## src/rtl/ebus_pkg.sv

```systemverilog
`timescale 1ns/1ps
package ebus_pkg;
  localparam int unsigned TW   = 8;
  localparam int unsigned NSTB = 4;
  localparam int unsigned ST_CS  = 0;
  localparam int unsigned ST_ADV = 1;
  localparam int unsigned ST_WE  = 2;
  localparam int unsigned ST_OE  = 3;

  typedef struct packed {
    logic [TW-1:0] cs_on;
    logic [TW-1:0] cs_rd_off;
    logic [TW-1:0] cs_wr_off;
    logic [TW-1:0] adv_on;
    logic [TW-1:0] adv_rd_off;
    logic [TW-1:0] adv_wr_off;
    logic [TW-1:0] we_on;
    logic [TW-1:0] we_off;
    logic [TW-1:0] oe_on;
    logic [TW-1:0] oe_off;
    logic [TW-1:0] access;
    logic [TW-1:0] wr_access;
    logic [TW-1:0] rd_cycle;
    logic [TW-1:0] wr_cycle;
    logic          wide;
    logic          mux;
  } ebus_tim_t;
endpackage

```

## src/rtl/ebus_strobe.sv

```systemverilog
`timescale 1ns/1ps
module ebus_strobe #(
  parameter int unsigned TW = 8
) (
  input  logic [TW-1:0] cnt_i,
  input  logic [TW-1:0] on_i,
  input  logic [TW-1:0] off_i,
  input  logic          en_i,
  output logic          act_o
);
  // half-open window [on, off)
  assign act_o = en_i && (cnt_i >= on_i) && (cnt_i < off_i);
endmodule

```

## src/rtl/ebus_ctrl.sv

```systemverilog
`timescale 1ns/1ps
module ebus_ctrl import ebus_pkg::*; (
  input  logic            clk_i,
  input  logic            rst_ni,
  input  logic            req_valid_i,
  input  logic            req_we_i,
  input  ebus_tim_t       tim_i,
  input  logic            wait_i,
  output logic            ready_o,
  output logic            start_o,
  output logic            busy_o,
  output logic            we_o,
  output logic [TW-1:0]   cnt_o,
  output ebus_tim_t       tim_o,
  output logic            done_o
);
  logic          busy_q, we_q, done_q;
  logic [TW-1:0] cnt_q, len_raw, len_m1;
  ebus_tim_t     tim_q;
  logic          accept, last;

  assign accept  = req_valid_i && !busy_q;
  assign len_raw = we_q ? tim_q.wr_cycle : tim_q.rd_cycle;
  assign len_m1  = (len_raw == '0) ? '0 : len_raw - 1'b1;
  assign last    = busy_q && !wait_i && (cnt_q == len_m1);

  always_ff @(posedge clk_i or negedge rst_ni) begin
    if (!rst_ni) begin
      busy_q <= 1'b0;
      we_q   <= 1'b0;
      cnt_q  <= '0;
      tim_q  <= '0;
      done_q <= 1'b0;
    end else begin
      done_q <= last && !we_q;
      if (accept) begin
        busy_q <= 1'b1;
        we_q   <= req_we_i;
        cnt_q  <= '0;
        tim_q  <= tim_i;
      end else if (busy_q && !wait_i) begin
        if (last) busy_q <= 1'b0;
        else      cnt_q  <= cnt_q + 1'b1;
      end
    end
  end

  assign ready_o = !busy_q;
  assign start_o = accept;
  assign busy_o  = busy_q;
  assign we_o    = we_q;
  assign cnt_o   = cnt_q;
  assign tim_o   = tim_q;
  assign done_o  = done_q;

  p_wait_hold_r9: assert property (@(posedge clk_i) disable iff (!rst_ni)
    busy_q && wait_i |=> busy_q && $stable(cnt_q));
  p_cnt_bound_r7: assert property (@(posedge clk_i) disable iff (!rst_ni)
    busy_q |-> cnt_q <= len_m1);
  p_done_read_r8: assert property (@(posedge clk_i) disable iff (!rst_ni)
    done_q |-> !busy_q && !we_q);
  p_snapshot_r12: assert property (@(posedge clk_i) disable iff (!rst_ni)
    busy_q && !accept |=> $stable(tim_q));
endmodule

```

## src/rtl/ebus_dpath.sv

```systemverilog
`timescale 1ns/1ps
module ebus_dpath #(
  parameter int unsigned TW = 8,
  parameter int unsigned AW = 16,
  parameter int unsigned DW = 16
) (
  input  logic          clk_i,
  input  logic          rst_ni,
  input  logic          start_i,
  input  logic [AW-1:0] addr_i,
  input  logic [DW-1:0] wdata_i,
  input  logic          busy_i,
  input  logic          we_i,
  input  logic          wide_i,
  input  logic          mux_i,
  input  logic          adv_act_i,
  input  logic [TW-1:0] cnt_i,
  input  logic [TW-1:0] access_i,
  input  logic [TW-1:0] wr_access_i,
  input  logic [DW-1:0] ad_i,
  output logic [AW-1:0] addr_o,
  output logic [DW-1:0] ad_o,
  output logic          ad_oe_o,
  output logic          capture_o,
  output logic [DW-1:0] rdata_o
);
  localparam int unsigned HW = DW / 2;

  logic [AW-1:0] addr_q;
  logic [DW-1:0] wdata_q, rdata_q;
  logic          drive_data, drive_addr;

  function automatic logic [DW-1:0] lane_fmt(input logic w, input logic [DW-1:0] d);
    return w ? d : {{(DW-HW){1'b0}}, d[HW-1:0]};
  endfunction

  assign capture_o  = busy_i && !we_i && (cnt_i == access_i);
  assign drive_data = busy_i && we_i && (cnt_i >= wr_access_i);
  assign drive_addr = busy_i && mux_i && adv_act_i && !drive_data;

  always_ff @(posedge clk_i or negedge rst_ni) begin
    if (!rst_ni) begin
      addr_q  <= '0;
      wdata_q <= '0;
      rdata_q <= '0;
    end else if (start_i) begin
      addr_q  <= addr_i;
      wdata_q <= wdata_i;
      rdata_q <= '0;
    end else if (capture_o) begin
      rdata_q <= lane_fmt(wide_i, ad_i);
    end
  end

  always_comb begin
    ad_o = '0;
    if (drive_data)      ad_o = lane_fmt(wide_i, wdata_q);
    else if (drive_addr) ad_o = addr_q[DW-1:0];
  end

  assign ad_oe_o = drive_data || drive_addr;
  assign addr_o  = addr_q;
  assign rdata_o = rdata_q;

  p_narrow_r10: assert property (@(posedge clk_i) disable iff (!rst_ni)
    busy_i && !wide_i |-> rdata_q[DW-1:HW] == '0);
  p_drive_r11: assert property (@(posedge clk_i) disable iff (!rst_ni)
    ad_oe_o && !mux_i |-> we_i);
  p_capture_read_r6: assert property (@(posedge clk_i) disable iff (!rst_ni)
    capture_o |-> !we_i);
endmodule

```

## src/rtl/ebus_seq.sv

```systemverilog
`timescale 1ns/1ps
module ebus_seq import ebus_pkg::*; #(
  parameter int unsigned AW = 16,
  parameter int unsigned DW = 16
) (
  input  logic          clk_i,
  input  logic          rst_ni,
  input  logic          req_valid_i,
  output logic          req_ready_o,
  input  logic          req_we_i,
  input  logic [AW-1:0] req_addr_i,
  input  logic [DW-1:0] req_wdata_i,
  output logic          rsp_done_o,
  output logic [DW-1:0] rsp_rdata_o,
  input  logic [TW-1:0] tm_cs_on_i,
  input  logic [TW-1:0] tm_cs_rd_off_i,
  input  logic [TW-1:0] tm_cs_wr_off_i,
  input  logic [TW-1:0] tm_adv_on_i,
  input  logic [TW-1:0] tm_adv_rd_off_i,
  input  logic [TW-1:0] tm_adv_wr_off_i,
  input  logic [TW-1:0] tm_we_on_i,
  input  logic [TW-1:0] tm_we_off_i,
  input  logic [TW-1:0] tm_oe_on_i,
  input  logic [TW-1:0] tm_oe_off_i,
  input  logic [TW-1:0] tm_access_i,
  input  logic [TW-1:0] tm_wr_access_i,
  input  logic [TW-1:0] tm_rd_cycle_i,
  input  logic [TW-1:0] tm_wr_cycle_i,
  input  logic          tm_wide_i,
  input  logic          tm_mux_i,
  output logic          mem_cs_n_o,
  output logic          mem_adv_n_o,
  output logic          mem_we_n_o,
  output logic          mem_oe_n_o,
  output logic          mem_capture_o,
  output logic [AW-1:0] mem_addr_o,
  output logic [DW-1:0] mem_ad_o,
  output logic          mem_ad_oe_o,
  input  logic [DW-1:0] mem_ad_i,
  input  logic          mem_wait_i
);
  ebus_tim_t     tim_in, tim_q;
  logic          start, busy, we_q;
  logic [TW-1:0] cnt;
  logic [TW-1:0] on_a  [NSTB];
  logic [TW-1:0] off_a [NSTB];
  logic          en_a  [NSTB];
  logic [NSTB-1:0] act;

  always_comb begin
    tim_in.cs_on      = tm_cs_on_i;
    tim_in.cs_rd_off  = tm_cs_rd_off_i;
    tim_in.cs_wr_off  = tm_cs_wr_off_i;
    tim_in.adv_on     = tm_adv_on_i;
    tim_in.adv_rd_off = tm_adv_rd_off_i;
    tim_in.adv_wr_off = tm_adv_wr_off_i;
    tim_in.we_on      = tm_we_on_i;
    tim_in.we_off     = tm_we_off_i;
    tim_in.oe_on      = tm_oe_on_i;
    tim_in.oe_off     = tm_oe_off_i;
    tim_in.access     = tm_access_i;
    tim_in.wr_access  = tm_wr_access_i;
    tim_in.rd_cycle   = tm_rd_cycle_i;
    tim_in.wr_cycle   = tm_wr_cycle_i;
    tim_in.wide       = tm_wide_i;
    tim_in.mux        = tm_mux_i;
  end

  ebus_ctrl u_ctrl (
    .clk_i       (clk_i),
    .rst_ni      (rst_ni),
    .req_valid_i (req_valid_i),
    .req_we_i    (req_we_i),
    .tim_i       (tim_in),
    .wait_i      (mem_wait_i),
    .ready_o     (req_ready_o),
    .start_o     (start),
    .busy_o      (busy),
    .we_o        (we_q),
    .cnt_o       (cnt),
    .tim_o       (tim_q),
    .done_o      (rsp_done_o)
  );

  // per-strobe window select; read/write end points differ for CS and ADV
  always_comb begin
    on_a[ST_CS]   = tim_q.cs_on;
    off_a[ST_CS]  = we_q ? tim_q.cs_wr_off : tim_q.cs_rd_off;
    en_a[ST_CS]   = busy;
    on_a[ST_ADV]  = tim_q.adv_on;
    off_a[ST_ADV] = we_q ? tim_q.adv_wr_off : tim_q.adv_rd_off;
    en_a[ST_ADV]  = busy;
    on_a[ST_WE]   = tim_q.we_on;
    off_a[ST_WE]  = tim_q.we_off;
    en_a[ST_WE]   = busy && we_q;
    on_a[ST_OE]   = tim_q.oe_on;
    off_a[ST_OE]  = tim_q.oe_off;
    en_a[ST_OE]   = busy && !we_q;
  end

  for (genvar g = 0; g < NSTB; g++) begin : g_stb
    ebus_strobe #(.TW(TW)) u_stb (
      .cnt_i (cnt),
      .on_i  (on_a[g]),
      .off_i (off_a[g]),
      .en_i  (en_a[g]),
      .act_o (act[g])
    );
  end

  assign mem_cs_n_o  = !act[ST_CS];
  assign mem_adv_n_o = !act[ST_ADV];
  assign mem_we_n_o  = !act[ST_WE];
  assign mem_oe_n_o  = !act[ST_OE];

  ebus_dpath #(.TW(TW), .AW(AW), .DW(DW)) u_dpath (
    .clk_i       (clk_i),
    .rst_ni      (rst_ni),
    .start_i     (start),
    .addr_i      (req_addr_i),
    .wdata_i     (req_wdata_i),
    .busy_i      (busy),
    .we_i        (we_q),
    .wide_i      (tim_q.wide),
    .mux_i       (tim_q.mux),
    .adv_act_i   (act[ST_ADV]),
    .cnt_i       (cnt),
    .access_i    (tim_q.access),
    .wr_access_i (tim_q.wr_access),
    .ad_i        (mem_ad_i),
    .addr_o      (mem_addr_o),
    .ad_o        (mem_ad_o),
    .ad_oe_o     (mem_ad_oe_o),
    .capture_o   (mem_capture_o),
    .rdata_o     (rsp_rdata_o)
  );

  p_idle_quiet_r1: assert property (@(posedge clk_i) disable iff (!rst_ni)
    req_ready_o |-> mem_cs_n_o && mem_adv_n_o && mem_we_n_o && mem_oe_n_o
                    && !mem_ad_oe_o && !mem_capture_o);
  p_we_only_write_r4: assert property (@(posedge clk_i) disable iff (!rst_ni)
    !mem_we_n_o |-> we_q);
  p_oe_only_read_r4: assert property (@(posedge clk_i) disable iff (!rst_ni)
    !mem_oe_n_o |-> !we_q);
  p_empty_window_r5: assert property (@(posedge clk_i) disable iff (!rst_ni)
    busy && (tim_q.cs_on >= off_a[ST_CS]) |-> mem_cs_n_o);
endmodule

```

## config.mk

```make
export PLATFORM = sky130hd
export DESIGN_NAME = ebus_seq
export DESIGN_NICKNAME = d
export VERILOG_FILES = /design/src/rtl/ebus_pkg.sv /design/src/rtl/ebus_strobe.sv /design/src/rtl/ebus_ctrl.sv /design/src/rtl/ebus_dpath.sv /design/src/rtl/ebus_seq.sv
export SDC_FILE = /design/constraint.sdc
export NUM_CORES = 1
export LEC_CHECK = 0
export CORE_MARGIN = 3
export CORE_UTILIZATION = 50
export CTS_BUF_LIST = sky130_fd_sc_hd__clkbuf_4 sky130_fd_sc_hd__clkbuf_8
export CTS_CLUSTER_DIAMETER = 100
export DETAILED_ROUTE_END_ITERATION = 7
export DONT_BUFFER_PORTS = 1
export HOLD_SLACK_MARGIN = 0.12
export PLACE_DENSITY_LB_ADDON = 0.25
export SETUP_SLACK_MARGIN = 0.05
export SLEW_MARGIN = 0
export SYNTH_ARGS = -nofsm -noshare
export SYNTH_HDL_FRONTEND = slang
export SYNTH_SLANG_ARGS = --single-unit
```

## constraint.sdc

```tcl
create_clock -name clk_i -period 12 [get_ports clk_i]
set_clock_uncertainty 0.15 [all_clocks]
set_input_delay 1.2 -clock clk_i [delete_from_list [all_inputs] [get_ports clk_i]]
set_output_delay 1.2 -clock clk_i [all_outputs]
set_load 0.005 [all_outputs]
```

-- Yosys cells after proc, flatten, opt, wreduce, memory -nomap -nowiden
Cells that the tools add are included.
W data, S select, Z words.
- register bits: 173
- output and inout bits: 56
- logic and storage cells: 87
- add/sub/neg operators: 2
- $lt $le $gt $ge: 9
- eq/ne operators: 3
- mux-type cells: 16
- reduce and logical (&&, ||, !) cells: 34
- operator list (kind ; count):
    $mux W16 ; 6
    $mux W8 ; 7
    $ge A8 B8 Y1 ; 5
    $lt A8 B8 Y1 ; 4
    $logic_and A1 B1 Y1 ; 19
    $eq A8 B8 Y1 ; 2
    $add A8 B1 Y8 const B ; 1
    $logic_not A1 Y1 ; 8
    $logic_not A8 Y1 ; 1
    $sub A8 B1 Y8 const B ; 1
    $reduce_bool A2 Y1 ; 3
    $reduce_and A2 Y1 ; 2
    $mux W1 ; 3
    $ne A2 B2 Y1 const B ; 1
    $logic_or A1 B1 Y1 ; 1

-- Depth between registers and ports, before layout
- depth after elaboration: 8
- depth in mapped cells: 15
- mapped depth without buffers: 10

-- Hierarchy
A second synthesis with hierarchy kept.
- cells, all modules: 870
- area total of the unflattened synthesis: 9774.4 um2
- by module, submodules not included (module ; instances ; cells an instance ; area each (um2)):
    ebus_ctrl ; 1 ; 384 ; 5378.9
    ebus_dpath ; 1 ; 258 ; 2601.2
    ebus_strobe ; 4 ; 51 ; 380.4
    ebus_seq ; 1 ; 24 ; 272.8

-- Worst setup path before layout
OpenSTA, ideal clock, no wires.
- kind: flip-flop to output port
- start point: register u_ctrl.we_q (netlist: u_ctrl.we_o)
- end point: output port mem_ad_o[10]
- arrival: 3.634 ns
- required time: 10.650 ns
- slack: 7.016 ns
- cell stages (with the launch flop): 16
- cell sequence: dfrtp_1 buf_6 buf_4 buf_1 buf_1 mux2i_1 ha_1 a21o_1 a21o_1 a21oi_1 o21a_1 o2111a_1 clkbuf_1 nor2b_1 clkbuf_1 a22o_1
- cells in the longest elaborated chain, start to end: 7
- RTL lines (element ; line ; text):
    start: declaration ; ebus_ctrl.sv:17 ; logic busy_q, we_q, done_q;
    start signal: assignment ; ebus_ctrl.sv:38 ; we_q <= req_we_i;
    $mux W8 ; ebus_seq.sv:91 ; off_a[ST_ADV] = we_q ? tim_q.adv_wr_off : tim_q.adv_rd_off;
    $lt A8 B8 Y1 ; ebus_strobe.sv:12 ; assign act_o = en_i && (cnt_i >= on_i) && (cnt_i < off_i);
    $logic_and A1 B1 Y1 ; ebus_strobe.sv:12 ;
    $logic_and A1 B1 Y1 (2 in series) ; ebus_dpath.sv:39 ; assign drive_addr = busy_i && mux_i && adv_act_i && !drive_data;
    $mux W16 ; ebus_dpath.sv:58 ; else if (drive_addr) ad_o = addr_q[DW-1:0];
    $mux W16 * ; ebus_dpath.sv:57 ; if (drive_data) ad_o = lane_fmt(wide_i, wdata_q);
    end: declaration ; ebus_seq.sv:37 ; output logic [DW-1:0] mem_ad_o,
Every way passes the cells marked *; elsewhere a longest branch is shown, timed or not.

-- Worst setup path after layout
- start point: register u_ctrl.cnt_q[0] (netlist: u_ctrl.cnt_o[0])
- end point: output port mem_ad_o[10]
- cells in the longest elaborated chain, start to end: 7
- RTL lines (element ; line ; text):
    start: declaration ; ebus_ctrl.sv:18 ; logic [TW-1:0] cnt_q, len_raw, len_m1;
    start signal: assignment ; ebus_ctrl.sv:43 ; else cnt_q <= cnt_q + 1'b1;
    $ge A8 B8 Y1 ; ebus_strobe.sv:12 ;
    $logic_and A1 B1 Y1 (2 in series) ; ebus_strobe.sv:12 ;
    $logic_and A1 B1 Y1 (2 in series) ; ebus_dpath.sv:39 ;
    $mux W16 ; ebus_dpath.sv:58 ;
    $mux W16 * ; ebus_dpath.sv:57 ;
Marks and branches as above.

==> impl_metrics.csv <==
group,metric,value,unit
cts,htree_num_levels,4,
timing,fmax,205,MHz
setup_path,cpPeakStageDelay,0.59,ns
synth,async_flop_share,100,%
cells_and_area,diodes,0,
global_routing,overflow,0,
cts,cts_max_path_buffers,2,
setup_path,worstSetupPathType,"flip-flop to output port",
timing,maxSlewViolCount,0,
setup_path,path_common_cell,"a21o_1",
detailed_routing,wl,21800,um
status,status,"completed",
setup_path,worst-path-buf-inv,1,
timing,fin_crit_sh,40.7,%
detailed_routing,route.detailed.drc,0,
setup_path,r2r_slack,8.06,ns
setup_path,critPathRequiredTime,10.65,ns
detailed_routing,post_drt_wl_per_cell,17.5,um
die,fp.coreArea,17500,um2
global_routing,grt_pass1_vias,6877,
synth,synth_edf_count,0,
die,num_io_pins,223,
detailed_routing,vias_per_cell,5.37,
cts,path_clk_slew,0.10,ns
place,hpwlAfterDp,15300,um
timing,worstMarginPinSlew,1.10,ns
cts,hold_buffers,0,
cts,cts-buffers-inserted,17,
hold_path,hold_path.class,"input port to async pin",
cells_and_area,instances_no_fill,1244,
power,p_total,2.49,mW
setup_path,end_kind,"output port",
timing,holdWs,0.270,ns
cts,clock-sinks,173,
detailed_routing,drt_iter0_drc,325,
place,dp_slack,7.62,ns
timing,setup_slack,7.11,ns
power,p_leak,4.94,nW
timing,hold_viol,0,
die,die_height,140,um
cts,cts_tree,"yes",
global_routing,grt_first_pass_wirelength,35700,um
power,switchingPower,1.02,mW
power,power_frac_clock,16.3,%
die,initial_utilization,51.7,%
cts,cts_root_buf,"clkbuf_8",
setup_path,path_max_fanout,10,
die,die_w,140,um
power,p_int,1.47,mW
place,placed_area,9190,um2
setup_path,cp_top_family,"compound AO/OA/AOI/OAI gates",
synth,synth-seq-cells,173,
global_routing,grt_max_degree,174,
cells_and_area,drive_gt1_share,5.50,%
synth,netlist-cell-type-count,55,
detailed_routing,via_count,6676,
synth,avgSynthCellArea,8.76,um2
cells_and_area,area_delta_synth_final,6.01,%
synth,ys_seq_area_share,47.9,%
synth,synth_ff_type,"dfrtp_1",
detailed_routing,ant_nets,0,
place,io_buffers,0,
timing,slew_headroom,26.2,%
power,p_per_area,260,nW/um2
setup_path,path_cells,"inv_1 -> ha_1 -> nand2b_1 -> a21o_1 -> a21o_1 -> a211oi_1 -> o21ai_1 -> o2111a_1 -> nor2b_1 -> a22o_1",
flow_run,max_cap_viol_count,0,
place,gp_congestion,0.853,
global_routing,antenna_found_initial,0,
synth,synth_area,9030,um2
setup_path,cp_slowest_cell,"dfrtp_1",
detailed_routing,firstDrtPassIters,5,
timing,setup_viol,0,
setup_path,arrival,3.54,ns
power,ir_worst_vdd,0.103,mV
timing,fin_setup_tns,0,ns
timing,rsz0062_at_grt,"false",
cells_and_area,final_nets,1243,
power,p_sw_share,41.1,%
synth,yosysWarnings,0,
place,placed_cells,1212,
setup_path,cp-start-kind,"flip-flop",
die,num_rows,48,
cts,ctsResizeCount,0,
synth,synth_fp_nets,1268,
cells_and_area,post-route-util,54.8,%
cells_and_area,stdcell_area,9580,um2
cts,clock_latency,0.47,ns
global_routing,globalRouteTotalUtil,22.7,%
timing,period_minus_slack,4.89,ns
die,dieArea,19700,um2
power,power_frac_seq,42.9,%
cts,cts_setup_buffers,0,
power,power_frac_comb,40.7,%
synth,syn_inst,1031,
-- logic make-up (layout without fill, tap and decap cells) --
logic type | after synthesis | after routing | synth area share [%]
AO/OA/AOI/OAI | 149 | 149 | 10.4
XOR/XNOR | 17 | 17 | 1.65
adder cells (fa/ha/maj) | 70 | 70 | 9.69
buffers and inverters | 109 | 97 | 4.65
flip-flops | 173 | 173 | 47.9
multiplexers | 30 | 30 | 3.35
AND/OR/NAND/NOR | 483 | 483 | 22.4
-- layout make-up --
class / count / area [um2]
clock buffer: 17 / 234
clock inverter: 15 / 156
fill: 1637 / 7900
inverter: 58 / 218
multi-input combinational: 749 / 4310
sequential: 173 / 4330
tap: 225 / 282
timing repair buffer: 7 / 52.6
-- layer usage --
metal / routed length, um / global-route usage (%) / up-vias
met5: 0 / 0 / -
met4: 357 / 6.68 / 0
met3: 1910 / 7.61 / 24
met2: 9830 / 35.1 / 222
met1: 9710 / 30.5 / 3093
li1: - / - / 3337
-- power by group through the flow --
stage | Combinational [mW] | Clock (mW) | Sequential, mW
6_report | 1.01 | 0.407 | 1.07
5_1_grt | 1.19 | 0.440 | 1.10
4_1_cts | 1.02 | 0.417 | 1.07
3_5_place_dp | 1.02 | 0 | 1.08
3_3_place_gp | 0.987 | 0 | 1.07
2_1_floorplan | 0.828 | 0 | 0.995
-- flip-flops by register name, indices dropped and copies added (netlist names) --
| signal | cells |
|---|---|
| u_ctrl.cnt_o | 8 |
| u_dpath.addr_o | 16 |
| u_ctrl.we_o | 1 |
| u_dpath.rdata_o | 16 |
| u_dpath.wdata_q | 16 |
| u_ctrl.tim_o | 114 |
| u_ctrl.done_o | 1 |
| u_ctrl.busy_o | 1 |
-- worst paths after layout --
check / cells past startpoint / startpoint / endpoint
hold / removal: 0 / rst_ni / u_ctrl.tim_o[41]
max in group asynchronous: 0 / rst_ni / u_ctrl.we_o
setup reg to reg: 11 / u_ctrl.we_o / u_ctrl.cnt_o[5]
hold reg to reg: 2 / u_ctrl.tim_o[9] / u_ctrl.tim_o[9]
setup / recovery: 10 / u_ctrl.cnt_o[0] / mem_ad_o[10]
min in group clk_i: 2 / u_ctrl.tim_o[9] / u_ctrl.tim_o[9]
-- worst reg2reg max path, stage by stage (launching register included) --
cell and delay [ns]:
dfrtp_2 0.51, buf_4 0.44, mux2i_1 0.41, ha_1 0.26, nor4b_4 0.30, nor2_2 0.09
and4_4 0.15, or3_1 0.34, a222oi_1 0.58, nand2_2 0.25, nand4_1 0.19, mux2i_1 0.19
-- placed cells by master, fill, tap and decap left out, types with 2 or more instances in the layout --
| cell type | instances |
|---|---|
| nand3_1 | 30 |
| a22o_1 | 9 |
| nand2_1 | 398 |
| buf_4 | 7 |
| xor2_1 | 6 |
| ha_1 | 70 |
| nor3b_1 | 2 |
| mux2i_1 | 28 |
| o21a_1 | 4 |
| inv_1 | 57 |
| clkbuf_8 | 17 |
| a21o_1 | 24 |
| o22ai_1 | 2 |
| nand2b_1 | 8 |
| o211ai_1 | 4 |
| nor4_2 | 2 |
| nor2_1 | 9 |
| a211oi_1 | 4 |
| clkinvlp_4 | 2 |
| o2111ai_1 | 2 |
| o21ai_0 | 68 |
| dfrtp_1 | 172 |
| inv_6 | 5 |
| xnor2_1 | 11 |
| or3_1 | 3 |
| o221ai_1 | 3 |
| nor4_1 | 2 |
| nor2b_1 | 4 |
| o21ai_1 | 3 |
| nor3_1 | 6 |
| nor4b_2 | 2 |
| a21oi_1 | 17 |
| nand4_1 | 4 |
| clkinv_4 | 4 |
-- cell usage after synthesis, types with 5 or more instances --
| library cell | instances | area, um2 |
|---|---|---|
| a21o_1 | 24 | 180 |
| a21oi_1 | 17 | 85.1 |
| a22o_1 | 9 | 78.8 |
| buf_1 | 5 | 18.8 |
| clkbuf_1 | 44 | 165 |
| dfrtp_1 | 173 | 4330 |
| ha_1 | 70 | 876 |
| inv_1 | 57 | 214 |
| mux2i_1 | 28 | 280 |
| nand2_1 | 399 | 1500 |
| nand2b_1 | 8 | 50.1 |
| nand3_1 | 30 | 150 |
| nor2_1 | 9 | 33.8 |
| nor2b_1 | 5 | 31.3 |
| nor3_1 | 7 | 35.0 |
| o21ai_0 | 68 | 340 |
| xnor2_1 | 11 | 96.3 |
| xor2_1 | 6 | 52.6 |
Power figures use the tool's default switching activity.
